`config.mk`:
```
export PLATFORM = sky130hd
export DESIGN_NAME = chan_ctrl_bank
export DESIGN_NICKNAME = d
export VERILOG_FILES = /design/src/rtl/chan_ctrl_pkg.sv /design/src/rtl/chan_ctrl_slot.sv /design/src/rtl/chan_ctrl_merge.sv /design/src/rtl/chan_ctrl_bank.sv
export SDC_FILE = /design/constraint.sdc
export NUM_CORES = 1
export LEC_CHECK = 0
export BUFFER_PORTS_ARGS = -buffer_cell sky130_fd_sc_hd__buf_4
export CORE_MARGIN = 4
export CORE_UTILIZATION = 30
export CTS_BUF_LIST = sky130_fd_sc_hd__clkbuf_4
export DETAILED_ROUTE_END_ITERATION = 10
export HOLD_SLACK_MARGIN = 0.1
export PLACE_DENSITY = 0.48
export SLEW_MARGIN = 20
export SYNTH_ARGS = -nofsm -noshare
export SYNTH_HDL_FRONTEND = slang
export SYNTH_SLANG_ARGS = --single-unit
```
`constraint.sdc`:
```
create_clock -name clk -period 3.2 [get_ports clk]
set_input_delay 0.16 -clock clk [delete_from_list [all_inputs] [get_ports clk]]
set_output_delay 0.16 -clock clk [all_outputs]
set_load 0.05 [all_outputs]
```
`src/rtl/chan_ctrl_pkg.sv`:
```
package chan_ctrl_pkg;
   localparam int WORD_W      = 16;
   localparam int STORE_W     = WORD_W - 1;

   // field positions, fixed by the management software view
   localparam int F_BCAST     = 15;
   localparam int F_AMP       = 14;
   localparam int F_RCOMP     = 13;
   localparam int F_PCS       = 12;
   localparam int F_SWAP      = 11;
   localparam int F_REPEAT    = 10;
   localparam int F_NEAR      = 9;
   localparam int F_FAR       = 8;
   localparam int F_PCHK      = 7;
   localparam int F_PGEN      = 6;
   localparam int F_ASENSE    = 5;
   localparam int F_SGMII     = 4;
   localparam int F_TXCLK     = 3;
   localparam int F_COMMA     = 2;

   localparam logic [STORE_W-1:0] DEF_WORD = 15'h7024;

   function automatic logic [STORE_W-1:0] reset_word(input logic strap);
      logic [STORE_W-1:0] w;
      w = DEF_WORD;
      w[F_SGMII] = strap;
      return w;
   endfunction
endpackage

```
`src/rtl/chan_ctrl_slot.sv`:
```
module chan_ctrl_slot
   import chan_ctrl_pkg::*;
#(
   parameter int SW = STORE_W
) (
   input  logic          clk,
   input  logic          rst,
   input  logic          strap,
   input  logic          we,
   input  logic [SW-1:0] wdata,
   output logic [SW-1:0] q
);
   generate
      if (SW != STORE_W) begin : g_bad_width
         $error("chan_ctrl_slot: SW must equal STORE_W");
      end
   endgenerate

   always_ff @(posedge clk) begin
      if (rst)
         q <= reset_word(strap);
      else if (we)
         q <= wdata;
   end
endmodule

```
`src/rtl/chan_ctrl_merge.sv`:
```
module chan_ctrl_merge
   import chan_ctrl_pkg::*;
(
   input  logic [STORE_W-1:0] word,
   input  logic               p_rcomp,
   input  logic               p_pcs,
   input  logic               p_swap,
   input  logic               p_repeat,
   input  logic               p_prbs,
   input  logic               p_txclk,
   output logic               e_rcomp,
   output logic               e_pcs,
   output logic               e_swap,
   output logic               e_repeat,
   output logic               e_pgen,
   output logic               e_pchk,
   output logic               e_txclk,
   output logic               d_amp,
   output logic               d_near,
   output logic               d_far,
   output logic               d_asense,
   output logic               d_sgmii,
   output logic               d_comma
);
   always_comb begin
      // gated by pin: both must agree
      e_rcomp  = word[F_RCOMP]  & p_rcomp;
      e_pcs    = word[F_PCS]    & p_pcs;
      // forced by pin: either may enable
      e_swap   = word[F_SWAP]   | p_swap;
      e_repeat = word[F_REPEAT] | p_repeat;
      e_pgen   = word[F_PGEN]   | p_prbs;
      e_pchk   = word[F_PCHK]   | p_prbs;
      e_txclk  = word[F_TXCLK]  | p_txclk;
      // register only
      d_amp    = word[F_AMP];
      d_near   = word[F_NEAR];
      d_far    = word[F_FAR];
      d_asense = word[F_ASENSE];
      d_sgmii  = word[F_SGMII];
      d_comma  = word[F_COMMA];
   end
endmodule

```
`src/rtl/chan_ctrl_bank.sv`:
```
module chan_ctrl_bank
   import chan_ctrl_pkg::*;
#(
   parameter int NUM_CH = 6,
   parameter int ADDR_W = 3,
   parameter int DATA_W = 16
) (
   input  logic              clk,
   input  logic              rst,
   input  logic              strap_sgmii,
   input  logic              wr_en,
   input  logic              rd_en,
   input  logic [ADDR_W-1:0] ch_addr,
   input  logic [DATA_W-1:0] wr_data,
   output logic [DATA_W-1:0] rd_data,
   input  logic [NUM_CH-1:0] pin_rate_comp,
   input  logic [NUM_CH-1:0] pin_pcs,
   input  logic [NUM_CH-1:0] pin_swap,
   input  logic [NUM_CH-1:0] pin_repeat,
   input  logic [NUM_CH-1:0] pin_prbs,
   input  logic [NUM_CH-1:0] pin_txclk_sel,
   output logic [NUM_CH-1:0] en_rate_comp,
   output logic [NUM_CH-1:0] en_pcs,
   output logic [NUM_CH-1:0] en_swap,
   output logic [NUM_CH-1:0] en_repeat,
   output logic [NUM_CH-1:0] en_prbs_gen,
   output logic [NUM_CH-1:0] en_prbs_chk,
   output logic [NUM_CH-1:0] en_txclk_sel,
   output logic [NUM_CH-1:0] amp_full,
   output logic [NUM_CH-1:0] loop_near,
   output logic [NUM_CH-1:0] loop_far,
   output logic [NUM_CH-1:0] auto_rate,
   output logic [NUM_CH-1:0] sgmii_en,
   output logic [NUM_CH-1:0] comma_en
);
   localparam int SW = DATA_W - 1;

   generate
      if (DATA_W != WORD_W) begin : g_bad_data_w
         $error("chan_ctrl_bank: DATA_W must be 16");
      end
      if (NUM_CH < 1 || NUM_CH > (1 << ADDR_W)) begin : g_bad_ch
         $error("chan_ctrl_bank: NUM_CH does not fit ADDR_W");
      end
   endgenerate

   logic              addr_ok;
   logic [NUM_CH-1:0] wsel;
   logic [SW-1:0]     words [NUM_CH];

   assign addr_ok = ({1'b0, ch_addr} < (ADDR_W + 1)'(NUM_CH));

   genvar gi;
   generate
      for (gi = 0; gi < NUM_CH; gi++) begin : g_ch
         assign wsel[gi] = wr_en & addr_ok &
                           (wr_data[F_BCAST] | (ch_addr == ADDR_W'(gi)));

         chan_ctrl_slot #(.SW(SW)) u_slot (
            .clk   (clk),
            .rst   (rst),
            .strap (strap_sgmii),
            .we    (wsel[gi]),
            .wdata (wr_data[SW-1:0]),
            .q     (words[gi])
         );

         chan_ctrl_merge u_merge (
            .word     (words[gi]),
            .p_rcomp  (pin_rate_comp[gi]),
            .p_pcs    (pin_pcs[gi]),
            .p_swap   (pin_swap[gi]),
            .p_repeat (pin_repeat[gi]),
            .p_prbs   (pin_prbs[gi]),
            .p_txclk  (pin_txclk_sel[gi]),
            .e_rcomp  (en_rate_comp[gi]),
            .e_pcs    (en_pcs[gi]),
            .e_swap   (en_swap[gi]),
            .e_repeat (en_repeat[gi]),
            .e_pgen   (en_prbs_gen[gi]),
            .e_pchk   (en_prbs_chk[gi]),
            .e_txclk  (en_txclk_sel[gi]),
            .d_amp    (amp_full[gi]),
            .d_near   (loop_near[gi]),
            .d_far    (loop_far[gi]),
            .d_asense (auto_rate[gi]),
            .d_sgmii  (sgmii_en[gi]),
            .d_comma  (comma_en[gi])
         );
      end
   endgenerate

   logic [SW-1:0] rd_pick;

   always_comb begin
      rd_pick = '0;
      for (int i = 0; i < NUM_CH; i++)
         if (ch_addr == ADDR_W'(i))
            rd_pick = words[i];
   end

   always_ff @(posedge clk) begin
      if (rst)
         rd_data <= '0;
      else if (rd_en)
         rd_data <= {1'b0, (addr_ok ? rd_pick : {SW{1'b0}})};
   end
endmodule

```
==> run_summary.xml <==
<?xml version="1.0" encoding="UTF-8"?>
<metrics>
  <group name="yosys">
    <metric name="synthMostInstantiatedCell" unit="">sky130_fd_sc_hd__nor2_1</metric>
    <metric name="synthArstFlopShare" unit="%">0</metric>
    <metric name="synth_top_area_cell" unit="">sky130_fd_sc_hd__dfxtp_1</metric>
    <metric name="postSynth.topFlopCell" unit="">sky130_fd_sc_hd__dfxtp_1</metric>
    <metric name="mapped_nets" unit="">758</metric>
    <metric name="list_of_most_frequent_post_synthesis_cells" unit="">sky130_fd_sc_hd__nor2_1 (121), sky130_fd_sc_hd__dfxtp_1 (99), sky130_fd_sc_hd__buf_4 (89), sky130_fd_sc_hd__mux2i_1 (66), sky130_fd_sc_hd__a21oi_1 (45)</metric>
    <metric name="syn_inst" unit="">698</metric>
    <metric name="ys_warn_count" unit="">0</metric>
    <metric name="yosysTopAreaCellShare" unit="%">34.1</metric>
    <metric name="cell_variety_after_synth" unit="">35</metric>
    <metric name="ys_seq_area_share" unit="%">37.2</metric>
    <metric name="synth-edff-count" unit="">6</metric>
    <metric name="mappedNetlistArea" unit="sq um">5810</metric>
    <metric name="yosys_register_bits" unit="">105</metric>
    <metric name="synth.top_cells.by_area" unit="">sky130_fd_sc_hd__dfxtp_1 (34%), sky130_fd_sc_hd__buf_4 (12%), sky130_fd_sc_hd__mux2i_1 (11%), sky130_fd_sc_hd__nor2_1 (7.8%), sky130_fd_sc_hd__a21oi_1 (3.9%)</metric>
    <metric name="syn-mean-instance-area" unit="sq um">8.32</metric>
  </group>
  <group name="finish">
    <metric name="layout.cell_area.non_filler" unit="sq um">6780</metric>
    <metric name="finish.utilization" unit="%">35.9</metric>
    <metric name="regArea" unit="sq um">2160</metric>
    <metric name="multiInputGateArea" unit="sq um">2650</metric>
    <metric name="filler_cell_count" unit="">1981</metric>
    <metric name="drive_gt1_share" unit="%">30.1</metric>
    <metric name="finish.net_count" unit="">823</metric>
    <metric name="synthesis_to_finish_area_growth" unit="%">16.8</metric>
    <metric name="final_cells" unit="">1028</metric>
  </group>
  <group name="power_and_ir_drop">
    <metric name="power_density" unit="nW/um^2">452</metric>
    <metric name="leakagePower" unit="nW">2.96</metric>
    <metric name="clkPwrFrac" unit="%">22.9</metric>
    <metric name="p_seq_share" unit="%">47.9</metric>
    <metric name="power.share.switching" unit="%">36.2</metric>
    <metric name="power.ir.vdd_worst" unit="mV">0.175</metric>
    <metric name="p_switching" unit="mW">1.11</metric>
    <metric name="relative_contribution_of_combinational_cells_to_total_power" unit="%">29.2</metric>
    <metric name="cellInternalPower" unit="mW">1.96</metric>
  </group>
  <group name="clocking">
    <metric name="clock-root-buffer" unit="">sky130_fd_sc_hd__clkbuf_4</metric>
    <metric name="cts_tree" unit="">done</metric>
    <metric name="clk_latency" unit="ns">0.49</metric>
    <metric name="worst_setup_hold_path_clk_slew" unit="ns">0.15</metric>
    <metric name="post_cts.repair.setup_buffers" unit="">0</metric>
    <metric name="number_of_buffers_created_by_cts" unit="">9</metric>
    <metric name="cts_buffer_depth" unit="">2</metric>
    <metric name="ctsHtreeMaxLevel" unit="">3</metric>
    <metric name="clock-sinks" unit="">105</metric>
  </group>
  <group name="worst_setup_path">
    <metric name="arrival" unit="ns">2.22</metric>
    <metric name="timing.critical_path.to_type" unit="">register</metric>
    <metric name="crit_chain" unit="">dlygate4sd3_1, buf_4, a21boi_1, o21a_1, nor3_1, a21oi_1</metric>
    <metric name="crit_buf_inv" unit="">2</metric>
    <metric name="worst-endpoint-required" unit="ns">3.60</metric>
    <metric name="regToRegSetupSlack" unit="ns">1.94</metric>
    <metric name="cp_max_fo" unit="">19</metric>
    <metric name="crit_path_start_kind" unit="">primary input</metric>
    <metric name="crit_type" unit="">in2reg</metric>
    <metric name="worst_path_max_delay_cell" unit="">sky130_fd_sc_hd__o21a_1</metric>
    <metric name="critPathMaxStageDelay" unit="ns">0.81</metric>
    <metric name="cpLargestDelayFamily" unit="">compound AO/OA/AOI/OAI gates</metric>
  </group>
  <group name="grt">
    <metric name="grt_antenna_before_repair" unit="">1</metric>
    <metric name="overflow" unit="">0</metric>
    <metric name="grt_start_max_net_pins" unit="">81</metric>
    <metric name="grtUsageTotal" unit="%">15.8</metric>
    <metric name="first_global_vias" unit="">4726</metric>
    <metric name="grt_pass1_wl" unit="um">27000</metric>
  </group>
  <group name="detailed_routing">
    <metric name="routed_wirelength" unit="um">17500</metric>
    <metric name="drt-vias-per-instance" unit="">4.63</metric>
    <metric name="drt_first_iter_violations" unit="">241</metric>
    <metric name="antenna_violating_nets_post_route" unit="">0</metric>
    <metric name="detail_route.first_pass.iterations" unit="">4</metric>
    <metric name="route.detailed.drc" unit="">0</metric>
    <metric name="dr_total_vias" unit="">4761</metric>
    <metric name="wl_per_cell" unit="um">17.0</metric>
  </group>
  <group name="sta">
    <metric name="setup-violations-final" unit="">0</metric>
    <metric name="finalSetupTns" unit="ns">0</metric>
    <metric name="post-route-min-period" unit="ns">1.82</metric>
    <metric name="slew-limit-headroom" unit="%">36.8</metric>
    <metric name="final-hold-violation-count" unit="">0</metric>
    <metric name="post_route_clock_period_utilization" unit="%">56.9</metric>
    <metric name="max_freq" unit="MHz">550</metric>
    <metric name="slew_violations" unit="">0</metric>
    <metric name="grt_setup_unrepaired" unit="">no</metric>
    <metric name="worst_slew_pin_slew" unit="ns">0.942</metric>
    <metric name="clock_skew" unit="ns">0.0271</metric>
  </group>
  <group name="floorplan">
    <metric name="fp.dieArea" unit="sq um">21700</metric>
    <metric name="chipHeight" unit="um">147</metric>
    <metric name="coreArea" unit="sq um">18900</metric>
    <metric name="top_level_ports" unit="">154</metric>
    <metric name="chipWidth" unit="um">147</metric>
    <metric name="floorplan.initialDensity" unit="%">30.7</metric>
    <metric name="core.rowCount" unit="">50</metric>
  </group>
  <group name="placed_design">
    <metric name="gp_routability_congestion" unit="">0.777</metric>
    <metric name="io_buffers" unit="">152</metric>
    <metric name="dp.cells" unit="">995</metric>
    <metric name="placement.cell_area" unit="sq um">6480</metric>
    <metric name="dpl.hpwl" unit="um">12400</metric>
  </group>
  <group name="flow_run">
    <metric name="cap_violations" unit="">0</metric>
  </group>
  <group name="run_status">
    <metric name="outcome" unit="">completed</metric>
  </group>
  <group name="worst_hold_path">
    <metric name="timing.hold.worst.class" unit="">in2reg</metric>
  </group>
</metrics>
## kinds of logic after synthesis
family	after synthesis	share of synthesized area, %
simple gates	272	24.2
buf+inv	160	17.2
compound gates	94	9.89
mux	66	11.4
flops	105	37.2
other cells	1	0.0646
## power by group through the flow
stage / Sequential, mW / Combinational (mW) / Clock [mW]
after floorplan: 1.50 / 0.695 / 0
after global placement: 1.50 / 0.871 / 0
after detailed placement: 1.50 / 0.886 / 0
after CTS: 1.47 / 0.905 / 0.729
after global routing: 1.48 / 0.957 / 0.778
final: 1.47 / 0.897 / 0.702
## tightest hold or removal path: cells and delay by family
family                 cells  cell delay (ns)
and+or+nand+nor            1             0.14
buffers and inverters      1             0.08
AOI/OAI and AO/OA          1             0.15
## layout make-up
cell class              instances  area share [%]
diodes                          1          0.0369
clock buffers                  10            1.11
clock inverters                 5           0.812
inverters                      37            2.05
multi-input cells             433            39.1
flip-flops and latches        105            31.9
well taps                     260            4.80
repair buffers                177            20.2
## cell usage in the layout (no fill, tap or decap), types with 12 or more instances in the layout
cell	instances
sky130_fd_sc_hd__dfxtp_1	99
sky130_fd_sc_hd__buf_4	160
sky130_fd_sc_hd__inv_1	36
sky130_fd_sc_hd__and2_1	12
sky130_fd_sc_hd__nand2_1	38
sky130_fd_sc_hd__nor3_1	25
sky130_fd_sc_hd__dlygate4sd3_1	17
sky130_fd_sc_hd__a211o_1	20
sky130_fd_sc_hd__or2_2	31
sky130_fd_sc_hd__o22ai_1	15
sky130_fd_sc_hd__mux2i_1	66
sky130_fd_sc_hd__nor2_1	121
sky130_fd_sc_hd__a21oi_1	45
## final timing paths
check	start	end	cells after the start
setup reg to reg	g_ch[1].u_slot.q[12]$_SDFFE_PP1P_	rd_data[12]$_SDFFE_PP0P_	4
setup / recovery	wr_data[15]	g_ch[0].u_slot.q[2]$_SDFFE_PP1P_	6
hold / removal	wr_data[4]	g_ch[3].u_slot.q[4]$_DFFE_PP_	3
hold reg to reg	g_ch[0].u_slot.q[1]$_SDFFE_PP0P_	g_ch[0].u_slot.q[1]$_SDFFE_PP0P_	2
## stage by stage
stage / hold slack (ns) / total power, mW / setup slack [ns]
after CTS: 0.109 / 3.11 / 1.40
final: 0.150 / 3.07 / 1.38
after floorplan: 0.278 / 2.19 / 1.84
after global placement: 0.411 / 2.37 / 1.30
after global routing: 0.144 / 3.22 / 1.31
after detailed placement: 0.415 / 2.39 / 1.26
## flip-flops by register name, indices dropped and copies added, names as in the netlist
name           cells
g_ch.u_slot.q     90
rd_data           15
## routing by layer
| metal | GRT usage, % | routed length [um] |
|---|---|---|
| met5 | 0 | 0 |
| met2 | 25.9 | 8360 |
| met1 | 20.8 | 8100 |
| met4 | 3.40 | 123 |
| met3 | 4.47 | 924 |
## what timing repair did
action	in CTS	in global routing
setup endpoints to repair	0	0
hold buffers	17	0
hold endpoints to repair	92	0
gates resized for setup	0	0
Note: power is estimated with default switching activity, not from simulation.
